===== config.mk =====
export PLATFORM = sky130hd
export DESIGN_NAME = adc_serial_slave
export DESIGN_NICKNAME = d
export VERILOG_FILES = /design/src/rtl/adc_serial_slave.sv
export SDC_FILE = /design/constraint.sdc
export NUM_CORES = 1
export LEC_CHECK = 0
export ABC_AREA = 1
export BUFFER_PORTS_ARGS = -buffer_cell sky130_fd_sc_hd__buf_2
export CAP_MARGIN = 40
export CORE_ASPECT_RATIO = 0.5
export CORE_MARGIN = 2
export CORE_UTILIZATION = 40
export CTS_BUF_LIST = sky130_fd_sc_hd__clkbuf_16
export CTS_CLUSTER_SIZE = 30
export DETAILED_ROUTE_END_ITERATION = 12
export GPL_ROUTABILITY_DRIVEN = 0
export PLACE_DENSITY = 0.64
export SLEW_MARGIN = 0
export SYNTH_ARGS = -nofsm -noshare
export SYNTH_HDL_FRONTEND = slang
export SYNTH_SLANG_ARGS = --single-unit

===== constraint.sdc =====
create_clock -name clk -period 4.7 [get_ports clk]
set_clock_uncertainty 0.1 [all_clocks]
set_input_delay 0.235 -clock clk [delete_from_list [all_inputs] [get_ports clk]]
set_output_delay 0.235 -clock clk [all_outputs]
set_load 0.01 [all_outputs]

===== src/rtl/adc_serial_slave.sv =====
module adc_serial_slave #(
  parameter int RES       = 12,
  parameter int QUIET_CYC = 8
) (
  input  logic           clk,
  input  logic           rst_n,
  input  logic           cs_n,
  input  logic           sclk,
  input  logic [RES-1:0] sample,
  output logic           sdo,
  output logic           sdo_oe,
  output logic           hold,
  output logic           conv_done,
  output logic           early_sel
);
  localparam int FRAME = 16;
  localparam int CONV  = RES + 4;
  localparam int TRACK = (RES == 8) ? 11 : 13;
  localparam int PAD   = 12 - RES;
  localparam int QW    = $clog2(QUIET_CYC + 1);

  logic          cs_q, sclk_q, act;
  logic [4:0]    nfall;
  logic [15:0]   shreg;
  logic [QW-1:0] quiet;
  logic [15:0]   load_word;

  wire cs_fall = cs_q & ~cs_n;
  wire cs_rise = ~cs_q & cs_n;
  wire sc_fall = sclk_q & ~sclk;
  wire sc_rise = ~sclk_q & sclk;
  wire ready   = quiet >= QW'(QUIET_CYC);

  assign load_word = 16'(sample) << PAD;
  assign sdo       = sdo_oe & shreg[15];

  always_ff @(posedge clk) begin
    if (!rst_n) begin
      cs_q      <= 1'b1;
      sclk_q    <= 1'b0;
      act       <= 1'b0;
      nfall     <= '0;
      shreg     <= '0;
      quiet     <= QW'(QUIET_CYC);
      sdo_oe    <= 1'b0;
      hold      <= 1'b0;
      conv_done <= 1'b0;
      early_sel <= 1'b0;
    end else begin
      cs_q      <= cs_n;
      sclk_q    <= sclk;
      conv_done <= 1'b0;
      early_sel <= 1'b0;

      if (cs_n) quiet <= ready ? quiet : quiet + 1'b1;
      else      quiet <= '0;

      if (cs_fall) begin
        if (ready) begin
          act    <= 1'b1;
          nfall  <= '0;
          shreg  <= load_word;
          sdo_oe <= 1'b1;
          hold   <= 1'b1;
        end else begin
          early_sel <= 1'b1;
        end
      end else if (cs_rise) begin
        act    <= 1'b0;
        sdo_oe <= 1'b0;
        hold   <= 1'b0;
      end else if (act) begin
        if (sc_fall && nfall != 5'(FRAME)) begin
          nfall <= nfall + 1'b1;
          shreg <= {shreg[14:0], 1'b0};
          if (nfall == 5'(FRAME - 1)) sdo_oe <= 1'b0;
          if (nfall == 5'(CONV - 1))  conv_done <= 1'b1;
        end
        if (sc_rise && nfall >= 5'(TRACK)) hold <= 1'b0;
      end
    end
  end
endmodule


* Word level (Yosys, flattened, before mapping)
Index checks and enable logic that the tools add are counted.
** Cells by class
- Add/subtract/negate cells :: 2
- Mux-type cells :: 26
- Bitwise gates (word level) :: 12
- Magnitude comparators :: 2
- Reductions and logical operators :: 16
- Equality and inequality tests :: 5
** Operators by type and width (count)
- $mux W16 :: 5
- $mux W5 :: 5
- $mux W1 :: 14
- $reduce_bool A3 Y1 :: 4
- $mux W4 :: 2
- $reduce_and A4 Y1 :: 2
- $not A1 Y1 :: 7
- $reduce_and A2 Y1 :: 3
- $reduce_bool A2 Y1 :: 3
- $add A5 B1 Y5 const B :: 1
- $and A1 B1 Y1 :: 5
- $eq A5 B4 Y1 const B :: 1
- $ge A5 B4 Y1 const B :: 1
- $ne A5 B5 Y1 const B :: 1
- $reduce_or A5 Y1 :: 1
- $add A4 B1 Y4 const B :: 1
- $ge A4 B4 Y1 const B :: 1
- $ne A2 B2 Y1 const B :: 2
- $reduce_and A3 Y1 :: 1
- $logic_and A1 B1 Y1 :: 2
- $ne A2 B1 Y1 const B :: 1
** Storage, ports and cells
- Output and inout port bits :: 5
- Bits of input ports :: 16
- Logic and storage cells :: 74
- Register bits :: 32

* Longest topological paths before layout
Gate-level depths: netlist (run 1).
- Depth in word-level cells :: 7
- Mapped depth :: 11
- Mapped depth without buffers :: 11

* Least setup slack after synthesis (run 1)
No wires, ideal clock.
- Path kind :: register to register
- Start point :: register cs_q
- End point :: register nfall[1]
- Path buffers :: 2
- Setup slack :: 3136 ps
- Cell stages (with the launch flop) :: 10
- Required time :: 4487 ps
- Period minus slack after synthesis :: 1564 ps
- Data arrival time :: 1350 ps
- Setup time :: 113 ps
- Path through :: dfxtp_1 ha_1 buf_4 nand2_4 inv_2 nor3_4 nand2_4 buf_6 o21ai_1 nor2_1
** On the way
- Elaborated cells on any way between the ends :: 9
- Classes of those cells :: eq/ne: 2; mux: 1; bitwise: 3; reduce/logical: 3
** RTL lines
- from (decl) :: line 22 : logic cs_q, sclk_q, act;
- from (signal assigned) :: line 50 : cs_q <= cs_n;
- $and A1 B1 Y1 (*) :: line 28 : wire cs_fall = cs_q & ~cs_n;
- net cs_fall :: line 28
- $ne A2 B2 Y1 (no source line) (tied with other cells)
- $reduce_and A4 Y1 (no source line)
- to (signal assigned) :: line 74 : nfall <= nfall + 1'b1;
- to (decl) :: line 23 : logic [4:0] nfall;
The timed path passes the listed nets; every way through them passes the cells marked *.
A chain may end at the register's enable or synchronous reset.

* Worst setup path in the final report (run 1)
- Start point :: register cs_q
- End point :: register shreg[6]
** On the way
- Elaborated cells on any way between the ends :: 9
- Classes of those cells :: eq/ne: 2; mux: 1; bitwise: 3; reduce/logical: 3
** RTL lines
- $and A1 B1 Y1 (*) :: line 28
- net cs_fall :: line 28
- $ne A2 B2 Y1 (no source line) (tied with other cells)
- $reduce_and A4 Y1 (no source line)
- to (signal assigned) :: line 62 : shreg <= load_word;
- to (signal assigned) :: line 75 : shreg <= {shreg[14:0], 1'b0};
- to (decl) :: line 24 : logic [15:0] shreg;
Marks and branches as above.

==> results of run 1 <==
metrics by stage:
stage	area (sq um)	hold slack [ns]
6_report	1870	0.0745
5_1_grt	1870	0.123
4_1_cts	1850	0.0752
3_5_place_dp	1710	0.342
3_3_place_gp	1710	0.338
2_1_floorplan	1610	0.228
worst reg2reg max path, delay by kind of cell, from the launching register on:
kind	cells	cell delay, ns
adders and majority gates	1	0.35
DFF	1	0.34
buffers and inverters	1	0.21
and+or+nand+nor	5	1.13
worst paths after layout:
check            start         to  cells past startpoint
max               cs_q   shreg[6]                      7
min               sclk     sclk_q                      3
max reg2reg       cs_q   shreg[6]                      7
min reg2reg  shreg[10]  shreg[10]                      2
state kept, by name, indices dropped and copies added, names as in the netlist:
signal and cells:
conv_done 1, shreg 16, hold 1, sdo_oe 1
quiet 4, nfall 5, early_sel 1, cs_q 1
sclk_q 1, act 1
cells by family (layout without fill, tap and decap cells):
group                    after synthesis  count (layout)  share of synthesized area
flip-flops                            32              32                      0.397
AND/OR/NAND/NOR                       97              97                      0.263
adder cells (fa/ha/maj)                8               8                     0.0620
AO/OA/AOI/OAI                         38              38                      0.142
buffers and inverters                 42              62                      0.119
XOR/XNOR                               1               1                    0.00543
multiplexers                           2               2                     0.0124
final cells by class:
type | instances | area [sq um]
fillers | 398 | 2020
multi-input cells | 146 | 782
flip-flops and latches | 32 | 641
clock buffers | 5 | 125
inverters | 33 | 124
repair buffers | 21 | 115
well taps | 54 | 67.6
clock inverters | 3 | 11.3
per-layer routing:
layer | routed length [um] | global-route usage | share of wire
met5 | 0 | 0 | 0
met4 | 40 | 0.0556 | 0.013
met3 | 128 | 0.0433 | 0.041
met2 | 1330 | 0.230 | 0.43
met1 | 1610 | 0.214 | 0.52
power groups by stage:
stage / Combinational [mW] / Sequential [mW] / Clock (mW)
floorplan: 0.0828 / 0.304 / 0
global placement: 0.0985 / 0.305 / 0
detailed placement: 0.0999 / 0.305 / 0
CTS: 0.101 / 0.300 / 0.299
global route: 0.118 / 0.303 / 0.313
finish: 0.103 / 0.300 / 0.293
synth_stat cells (4+ instances only):
| cell type | instances |
|---|---|
| sky130_fd_sc_hd__a21oi_1 | 20 |
| sky130_fd_sc_hd__o21ai_1 | 5 |
| sky130_fd_sc_hd__inv_2 | 4 |
| sky130_fd_sc_hd__nand2_1 | 36 |
| sky130_fd_sc_hd__nand3_1 | 17 |
| sky130_fd_sc_hd__a21oi_2 | 5 |
| sky130_fd_sc_hd__ha_1 | 8 |
| sky130_fd_sc_hd__inv_1 | 29 |
| sky130_fd_sc_hd__dfxtp_1 | 32 |
| sky130_fd_sc_hd__nor2_1 | 35 |
==> results.sh, run 1 <==
export IMPL_dpl_cell_count=285
export IMPL_clock_power_share=0.421
export IMPL_initial_drc_count=78
export IMPL_cp_end_kind="flip-flop"
export IMPL_crit_chain="ha_1, nor2_1, nor3_4, nand2_4, inv_2, nor2_1, nor2_1"
export IMPL_share_of_synthesized_area_occupied_by_flip_flops_and_latches=0.397
export IMPL_report_final_setup_viol=0
export IMPL_postSynthRegisterBits=32
export IMPL_p_per_area_mw_per_mm2=373
export IMPL_clkLatencyLatePin_ns=0.27
export IMPL_required_ns=4.81
export IMPL_wl_mm=3.10
export IMPL_p_int_mw=0.518
export IMPL_synth_fp_nets=244
export IMPL_drive_above_1_share=0.175
export IMPL_tritoncts="yes"
export IMPL_outcome="finished clean"
export IMPL_floorplan_die_area_sq_mm=0.00459
export IMPL_timing_max_transition_violations_final=0
export IMPL_synth_top_cells_by_area="sky130_fd_sc_hd__dfxtp_1 (40%), sky130_fd_sc_hd__nand2_1 (8.4%), sky130_fd_sc_hd__nor2_1 (8.1%)"
export IMPL_cp_data_arrival_time_ns=2.31
export IMPL_share_comb_of_total_power=0.147
export IMPL_ff_to_ff_setup_slack_ns=2.50
export IMPL_rsz_0062_raised_after_global_routing="false"
export IMPL_synth_cells=220
export IMPL_number_of_enable_type_register_cells_in_the_synthesized_netlist=0
export IMPL_grt_antenna_before_repair=0
export IMPL_cts_buffers=5
export IMPL_ys_warn_count=0
export IMPL_grt_start_max_net_pins=28
export IMPL_total_power_mw=0.696
export IMPL_timing_max_slew_rel_slack=0.575
export IMPL_clock_path_buffers=2
export IMPL_drt_pass1_iter_count=4
export IMPL_static_leakage_power_nw=0.875
export IMPL_startpoint_type="flip-flop"
export IMPL_timing_final_hold_violations=0
export IMPL_cts_max_level=2
export IMPL_pin_count=21
export IMPL_holdBufCountCts=0
export IMPL_rows=16
export IMPL_synth_flop_cell="sky130_fd_sc_hd__dfxtp_1"
export IMPL_max_stage_delay_ns=0.56
export IMPL_max_freq_mhz=454
export IMPL_post_route_drc_count=0
export IMPL_timing_setup_tns_ns=0
export IMPL_placeableCoreArea_sq_mm=0.00388
export IMPL_net_switching_share_of_the_total_power=0.256
export IMPL_cts_resized=0
export IMPL_critPathTopFamily="simple AND/OR/NAND/NOR gates"
export IMPL_worst_ir_drop_vdd_uv=121
export IMPL_crit_path_top_delay_cell="sky130_fd_sc_hd__nor3_4"
export IMPL_grt_usage=0.154
export IMPL_ffs_w_async_s_r_synth=0
export IMPL_detailed_place_hpwl_mm=2.09
export IMPL_clk_transition_reported_paths_ns=0.05
export IMPL_final_critical_period_ns=2.20
export IMPL_post_route_period_util=0.468
export IMPL_avgSynthCellArea_sq_um=7.34
export IMPL_post_drt_wl_per_cell_um=10.6
export IMPL_area_delta_synth_final_pct=15.6
export IMPL_die_width_um=93.8
export IMPL_numClockSinks=32
export IMPL_setup_slack_ns=2.50
export IMPL_worst_slew_pin_transition_ns=0.636
export IMPL_preCtsSetupSlack_ns=1.87
export IMPL_post_cts_setup_buffer_count=0
export IMPL_syn_area_sq_mm=0.00161
export IMPL_route_detailed_vias_per_inst=4.67
export IMPL_first_pass_grt_wire_length_mm=5.69
export IMPL_die_h_um=48.9
export IMPL_fin_nets=263
export IMPL_worstHoldPathType="input pin to flip-flop"
export IMPL_timing_max_cap_violations=0
export IMPL_antennaDiodeCount=0
export IMPL_post_drt_antenna_nets=0
export IMPL_layout_core_utilization=0.480
export IMPL_seq_power_share=0.432
export IMPL_numPortBuffers=20
export IMPL_timing_worst_setup_path_type="flip-flop to flip-flop"
export IMPL_grt_overflow_total=0
export IMPL_switchingPower_mw=0.178
export IMPL_number_of_global_route_vias_before_repair=1286
export IMPL_highest_count_cells_in_the_layout_ignoring_fill_and_taps="sky130_fd_sc_hd__nand2_1 (36), sky130_fd_sc_hd__nor2_1 (35), sky130_fd_sc_hd__dfxtp_1 (32)"
export IMPL_mostFrequentLayoutCell="sky130_fd_sc_hd__nand2_1"
export IMPL_timing_critical_path_buf_inv=1
export IMPL_netlist_area_leader_share=0.397
export IMPL_critical_path_most_common_cell="sky130_fd_sc_hd__nor2_1"
export IMPL_initial_core_util=0.416
export IMPL_cts_root_buf="sky130_fd_sc_hd__clkbuf_16"
export IMPL_via_count=1372
export IMPL_post_synth_num_cell_types=25
export IMPL_synth_largest_area_cell="sky130_fd_sc_hd__dfxtp_1"
export IMPL_fin_cells=294
export IMPL_crit_path_max_fanout=21
Power figures use the tool's default switching activity.
==> run 2, diff against run 1 <==
--- a/config.mk
+++ b/config.mk
@@ -5,7 +5,7 @@
 export SDC_FILE = /design/constraint.sdc
 export NUM_CORES = 1
 export LEC_CHECK = 0
-export ABC_AREA = 1
+export ABC_AREA = 0
 export BUFFER_PORTS_ARGS = -buffer_cell sky130_fd_sc_hd__buf_2
 export CAP_MARGIN = 40
 export CORE_ASPECT_RATIO = 0.5
==> constraint.sdc (replaced) <==
create_clock -name clk -period 2.1 [get_ports clk]
set_clock_uncertainty 0.1 [all_clocks]
set_input_delay 0.105 -clock clk [delete_from_list [all_inputs] [get_ports clk]]
set_output_delay 0.105 -clock clk [all_outputs]
set_load 0.01 [all_outputs]
==> results.sh, run 2 <==
export IMPL_outcome="finished clean"
export IMPL_timing_max_transition_violations_final=0
export IMPL_grt_usage=0.142
export IMPL_numClockSinks=32
export IMPL_cts_buffers=5
export IMPL_via_count=1222
export IMPL_detailed_place_hpwl_mm=2.00
export IMPL_rows=15
export IMPL_static_leakage_power_nw=0.822
export IMPL_largest_register="shreg"
export IMPL_crit_path_max_fanout=17
export IMPL_seq_power_share=0.433
export IMPL_highest_count_cells_in_the_layout_ignoring_fill_and_taps="sky130_fd_sc_hd__nand2_1 (36), sky130_fd_sc_hd__dfxtp_1 (31), sky130_fd_sc_hd__buf_2 (20)"
export IMPL_ys_top_cells_by_count="sky130_fd_sc_hd__nand2_1 (36), sky130_fd_sc_hd__dfxtp_1 (32), sky130_fd_sc_hd__mux2i_1 (19)"
export IMPL_synth_most_common_cell="sky130_fd_sc_hd__nand2_1"
export IMPL_cts_root_buf="sky130_fd_sc_hd__clkbuf_16"
export IMPL_timing_reg2reg_worst_path_depth=8
export IMPL_avgSynthCellArea_sq_um=9.12
export IMPL_numPortBuffers=20
export IMPL_postSynthRegisterBits=32
export IMPL_worstHoldPathType="input pin to flip-flop"
export IMPL_worst_ir_drop_vdd_uv=381
export IMPL_crit_chain="inv_1, ha_1, nor4bb_2, o41a_1, buf_4, nor2_4, buf_12, mux2i_1"
export IMPL_number_of_enable_type_register_cells_in_the_synthesized_netlist=0
export IMPL_holdPathEnd="quiet[3]"
export IMPL_mostFrequentLayoutCell="sky130_fd_sc_hd__nand2_1"
export IMPL_number_of_global_route_vias_before_repair=1136
export IMPL_reg2reg_to="shreg[11]"
export IMPL_timing_setup_tns_ns=0
export IMPL_post_synth_fa_ha_maj_area_fraction=0.0642
export IMPL_die_width_um=92.3
export IMPL_grt_antenna_before_repair=0
export IMPL_rr_startpoint="nfall[1]"
export IMPL_die_h_um=48.1
export IMPL_switchingPower_mw=0.342
export IMPL_wl_mm=2.81
export IMPL_timing_max_slew_rel_slack=0.688
export IMPL_cp_end_kind="flip-flop"
export IMPL_share_comb_of_total_power=0.112
export IMPL_post_route_period_util=0.937
export IMPL_p_per_area_mw_per_mm2=766
export IMPL_report_final_setup_viol=0
export IMPL_post_route_drc_count=0
export IMPL_layout_filler_cells=332
export IMPL_tritoncts="yes"
export IMPL_clock_power_share=0.455
export IMPL_synth_top_family_by_area="multiplexers"
export IMPL_fin_nets=224
export IMPL_share_of_synthesized_area_occupied_by_flip_flops_and_latches=0.411
export IMPL_startpoint_type="flip-flop"
export IMPL_placeableCoreArea_sq_mm=0.00358
export IMPL_grt_start_max_net_pins=26
export IMPL_yosys_area_share_simple=0.175
export IMPL_ffs_w_async_s_r_synth=0
export IMPL_rsz_0062_raised_after_global_routing="false"
export IMPL_timing_worst_setup_path_type="flip-flop to flip-flop"
export IMPL_min_from="rst_n"
export IMPL_largest_register_ffs=16
export IMPL_grt_overflow_total=0
export IMPL_required_ns=2.20
export IMPL_drive_above_1_share=0.209
export IMPL_max_stage_delay_ns=0.39
export IMPL_route_detailed_vias_per_inst=4.85
export IMPL_netlist_area_leader_share=0.411
export IMPL_drt_pass1_iter_count=4
export IMPL_clock_path_buffers=2
export IMPL_synth_largest_area_cell="sky130_fd_sc_hd__dfxtp_1"
export IMPL_post_drt_antenna_nets=0
export IMPL_clkLatencyLatePin_ns=0.27
export IMPL_layout_top_registers="shreg: 16 flops, nfall: 5 flops, quiet: 4 flops"
export IMPL_crit_cells=8
export IMPL_ff_to_ff_setup_slack_ns=0.13
export IMPL_net_switching_share_of_the_total_power=0.231
export IMPL_synth_flop_cell="sky130_fd_sc_hd__dfxtp_1"
export IMPL_p_int_mw=1.14
export IMPL_synthXorXnorAreaFrac=0.0112
export IMPL_floorplan_die_area_sq_mm=0.00444
export IMPL_post_drt_wl_per_cell_um=11.1
export IMPL_clk_transition_reported_paths_ns=0.05
export IMPL_syn_area_sq_mm=0.00156
export IMPL_ys_warn_count=0
export IMPL_post_synth_num_cell_types=35
export IMPL_timing_max_cap_violations=0
export IMPL_setup_slack_ns=0.133
export IMPL_synth_compound_gate_area_share=0.0859
export IMPL_synth_fp_nets=195
export IMPL_final_critical_period_ns=1.97
export IMPL_first_pass_grt_wire_length_mm=4.81
export IMPL_cp_data_arrival_time_ns=2.07
export IMPL_max_freq_mhz=508
export IMPL_timing_final_hold_violations=0
export IMPL_antennaDiodeCount=0
export IMPL_hold_depth=2
export IMPL_worst_slew_pin_transition_ns=0.468
export IMPL_critPathTopFamily="buffers and inverters"
export IMPL_synth_mux_area_fraction=0.201
export IMPL_timing_critical_path_buf_inv=3
export IMPL_initial_core_util=0.435
export IMPL_preCtsSetupSlack_ns=0.0582
export IMPL_synth_top_cells_by_area="sky130_fd_sc_hd__dfxtp_1 (41%), sky130_fd_sc_hd__mux2i_1 (12%), sky130_fd_sc_hd__nand2_1 (8.7%)"
export IMPL_pin_count=21
export IMPL_initial_drc_count=42
export IMPL_crit_path_top_delay_cell="sky130_fd_sc_hd__o41a_1"
export IMPL_cts_max_level=2
export IMPL_synth_cells=171
export IMPL_area_delta_synth_final_pct=24.2
run 2: how the worst max path moves through the flow:
stage | from | endpoint | slack (ns)
after floorplan | nfall[0] | nfall[1] | 0.05
after global placement | nfall[1] | shreg[15] | 0.12
after detailed placement | nfall[1] | shreg[8] | 0.06
after CTS | nfall[1] | shreg[8] | 0.04
after global routing | nfall[1] | shreg[15] | 0.002
final | nfall[1] | shreg[11] | 0.13
run 2: worst reg2reg max path: stages, from the launching register on:
cell and delay, ns:
sky130_fd_sc_hd__dfxtp_2 0.36, sky130_fd_sc_hd__inv_1 0.06, sky130_fd_sc_hd__ha_1 0.17, sky130_fd_sc_hd__nor4bb_2 0.17, sky130_fd_sc_hd__o41a_1 0.39, sky130_fd_sc_hd__buf_4 0.18, sky130_fd_sc_hd__nor2_4 0.09, sky130_fd_sc_hd__buf_12 0.18
sky130_fd_sc_hd__mux2i_1 0.20
run 2: per-stage QoR:
step	cell area (sq um)	power, mW	hold slack, ns	std cells	utilization
finish	1940	1.48	0.0147	252	0.540
global route	1940	1.55	0.0263	252	0.540
CTS	1930	1.50	0.00312	252	0.538
detailed placement	1750	0.815	0.248	240	0.488
global placement	1750	0.812	0.237	240	0.488
floorplan	1560	0.762	0.114	171	-
run 2: layout make-up:
class / count / area, sq um / share of cell area
Multi-Input combinational cell: 119 / 845 / 0.436
Sequential cell: 32 / 642 / 0.331
Timing Repair Buffer: 31 / 205 / 0.106
Clock buffer: 5 / 125 / 0.0646
Tap cell: 51 / 63.8 / 0.0329
Inverter: 11 / 41.3 / 0.0213
Clock inverter: 3 / 15.0 / 0.00775
run 2: per-layer routing:
layer	share of wire	vias to the layer above	GRT usage
li1	-	636	-
met1	0.51	561	0.166
met2	0.44	22	0.251
met3	0.040	3	0.0495
met4	0.0075	0	0.0657
met5	0	-	0
run 2: what timing repair did:
action	CTS	global route
resized for setup	0	2
setup endpoints to repair	0	18
hold endpoints to repair	3	0
setup buffers	0	0
hold buffers	4	0
run 2: cell families (layout without fill, tap and decap cells):
logic type | Yosys count | after routing
multiplexers | 30 | 30
AND/OR/NAND/NOR | 58 | 58
buffers and inverters | 20 | 50
AO/OA/AOI/OAI | 21 | 21
XOR/XNOR | 2 | 2
flip-flops | 32 | 32
adder cells (fa/ha/maj) | 8 | 8
run 2: power by group through the flow:
stage                     Clock [mW]  Sequential, mW  Combinational (mW)
after global routing           0.719           0.644               0.186
after global placement             0           0.654               0.159
after detailed placement           0           0.654               0.161
after floorplan                    0           0.651               0.110
final                          0.675           0.642               0.167
after CTS                      0.696           0.642               0.167
==> run 3, diff against run 2 <==
==> constraint.sdc (replaced) <==
create_clock -name clk -period 2.25 [get_ports clk]
set_clock_uncertainty 0.1 [all_clocks]
set_input_delay 0.1125 -clock clk [delete_from_list [all_inputs] [get_ports clk]]
set_output_delay 0.1125 -clock clk [all_outputs]
set_load 0.01 [all_outputs]
==> results.sh, run 3 (same netlist as run 2, synthesis figures left out) <==
export IMPL_post_route_drc_count=0
export IMPL_detailed_place_hpwl_mm=1.93
export IMPL_final_critical_period_ns=2.09
export IMPL_clock_path_buffers=2
export IMPL_area_delta_synth_final_pct=21.8
export IMPL_initial_drc_count=45
export IMPL_floorplan_die_area_sq_mm=0.00444
export IMPL_hold_slack_ns=0.121
export IMPL_switchingPower_mw=0.317
export IMPL_timing_max_slew_rel_slack=0.631
export IMPL_cts_root_buf="sky130_fd_sc_hd__clkbuf_16"
export IMPL_placeableCoreArea_sq_mm=0.00358
export IMPL_antennaDiodeCount=0
export IMPL_clkLatencyLatePin_ns=0.27
export IMPL_timing_max_transition_violations_final=0
export IMPL_p_per_area_mw_per_mm2=722
export IMPL_grt_antenna_before_repair=0
export IMPL_area_occupied_by_registers_sq_um=642
export IMPL_rsz_0062_raised_after_global_routing="false"
export IMPL_share_comb_of_total_power=0.109
export IMPL_max_stage_delay_ns=0.52
export IMPL_mostFrequentLayoutCell="sky130_fd_sc_hd__nand2_1"
export IMPL_outcome="finished clean"
export IMPL_post_drt_wl_per_cell_um=12.1
export IMPL_startpoint_type="input pin"
export IMPL_grt_start_max_net_pins=36
export IMPL_layout_top_registers="shreg: 16 flops, nfall: 5 flops, quiet: 4 flops"
export IMPL_post_drt_antenna_nets=0
export IMPL_largest_register="shreg"
export IMPL_post_route_period_util=0.931
export IMPL_post_cts_setup_buffer_count=0
export IMPL_clock_power_share=0.453
export IMPL_drt_pass1_iter_count=4
export IMPL_timing_max_cap_violations=0
export IMPL_initial_core_util=0.435
export IMPL_grt_usage=0.146
export IMPL_crit_chain="dlygate4sd3_1, buf_2, inv_1, ha_2, o41a_1, or4_1, a21oi_1"
export IMPL_crit_path_top_delay_cell="sky130_fd_sc_hd__dlygate4sd3_1"
export IMPL_clk_transition_reported_paths_ns=0.05
export IMPL_static_leakage_power_nw=0.803
export IMPL_die_h_um=48.1
export IMPL_timing_worst_setup_path_type="input pin to flip-flop"
export IMPL_p_int_mw=1.05
export IMPL_seq_power_share=0.439
export IMPL_wl_mm=3.00
export IMPL_timing_setup_tns_ns=0
export IMPL_die_width_um=92.3
export IMPL_cts_max_level=2
export IMPL_max_freq_mhz=477
export IMPL_numPortBuffers=20
export IMPL_highest_count_cells_in_the_layout_ignoring_fill_and_taps="sky130_fd_sc_hd__nand2_1 (36), sky130_fd_sc_hd__dfxtp_1 (31), sky130_fd_sc_hd__buf_2 (20)"
export IMPL_numClockSinks=32
export IMPL_report_final_setup_viol=0
export IMPL_critPathTopFamily="buffers and inverters"
export IMPL_number_of_global_route_vias_before_repair=1110
export IMPL_worst_ir_drop_vdd_uv=352
export IMPL_layout_filler_cells=324
export IMPL_grt_overflow_total=0
export IMPL_pin_count=21
export IMPL_cp_end_kind="flip-flop"
export IMPL_cp_data_arrival_time_ns=2.20
export IMPL_crit_path_max_fanout=5
export IMPL_required_ns=2.35
export IMPL_total_power_mw=1.37
export IMPL_rows=15
export IMPL_multiInputGateArea_sq_um=858
export IMPL_tritoncts="yes"
export IMPL_drive_above_1_share=0.203
export IMPL_setup_slack_ns=0.155
export IMPL_preCtsSetupSlack_ns=0.0703
export IMPL_via_count=1208
export IMPL_layout_core_utilization=0.530
export IMPL_route_detailed_vias_per_inst=4.87
export IMPL_fin_nets=221
export IMPL_largest_register_ffs=16
export IMPL_timing_critical_path_buf_inv=3
export IMPL_timing_final_hold_violations=0
export IMPL_first_pass_grt_wire_length_mm=4.78
export IMPL_worst_slew_pin_transition_ns=0.553
export IMPL_net_switching_share_of_the_total_power=0.231
export IMPL_cts_buffers=5
export IMPL_worstHoldPathType="input pin to flip-flop"
[run 3: cell types whose count changed in the layout (fill, tap and decap cells not counted)]
| cell | previous run | this run |
|---|---|---|
| sky130_fd_sc_hd__o41a_1 | 1 | 2 |
| sky130_fd_sc_hd__ha_2 | 0 | 1 |
| sky130_fd_sc_hd__buf_4 | 6 | 4 |
| sky130_fd_sc_hd__clkinvlp_4 | 1 | 0 |
| sky130_fd_sc_hd__clkinv_2 | 0 | 1 |
| sky130_fd_sc_hd__dlygate4sd3_1 | 4 | 3 |
| sky130_fd_sc_hd__clkinv_1 | 1 | 0 |
| sky130_fd_sc_hd__ha_1 | 8 | 7 |
| sky130_fd_sc_hd__buf_12 | 1 | 0 |
[run 3: cell type report]
| type | instances | share of cell area |
|---|---|---|
| Multi-Input combinational cell | 120 | 0.452 |
| Sequential cell | 32 | 0.338 |
| Timing Repair Buffer | 27 | 0.0843 |
| Clock buffer | 5 | 0.0659 |
| Tap cell | 51 | 0.0336 |
| Inverter | 11 | 0.0217 |
| Clock inverter | 2 | 0.00461 |
[run 3: timing repair]
action                                  in CTS  in global routing
endpoints found under the setup margin       0                  2
hold buffers                                 3                  0
endpoints found under the hold margin        3                  0
gates resized for setup                      0                  3
[run 3: through the flow]
stage | area [sq um] | instances
finish | 1900 | 248
global route | 1900 | 248
CTS | 1880 | 247
detailed placement | 1710 | 237
global placement | 1710 | 237
floorplan | 1560 | 171
[run 3: final timing paths]
path         slack, ns      start  endpoint  cells after the start
min               0.12  sample[9]  shreg[9]                      4
min reg2reg       0.35   shreg[8]  shreg[8]                      2
max reg2reg       0.16   nfall[1]  nfall[3]                      6
max               0.16       cs_n  nfall[3]                      7
[run 3: power groups by stage]
stage               Sequential (mW)  Clock [mW]  Combinational, mW
floorplan                     0.608           0              0.103
global placement              0.611           0              0.137
detailed placement            0.612           0              0.139
CTS                           0.601       0.634              0.145
global route                  0.603       0.659              0.165
finish                        0.602       0.621              0.149
[run 3: tightest hold or removal path, stage by stage]
cell and delay (ns):
sky130_fd_sc_hd__buf_2 0.07, sky130_fd_sc_hd__mux2_1 0.11, sky130_fd_sc_hd__nand2_1 0.04, sky130_fd_sc_hd__mux2i_1 0.11
[run 3: routing by layer]
| metal | vias up | part of all wire | GRT usage | wire length (um) |
|---|---|---|---|---|
| met5 | - | 0 | 0 | 0 |
| met3 | 5 | 0.042 | 0.0479 | 127 |
| li1 | 629 | - | - | - |
| met4 | 0 | 0.014 | 0.0836 | 41 |
| met1 | 545 | 0.51 | 0.170 | 1530 |
| met2 | 29 | 0.43 | 0.251 | 1300 |
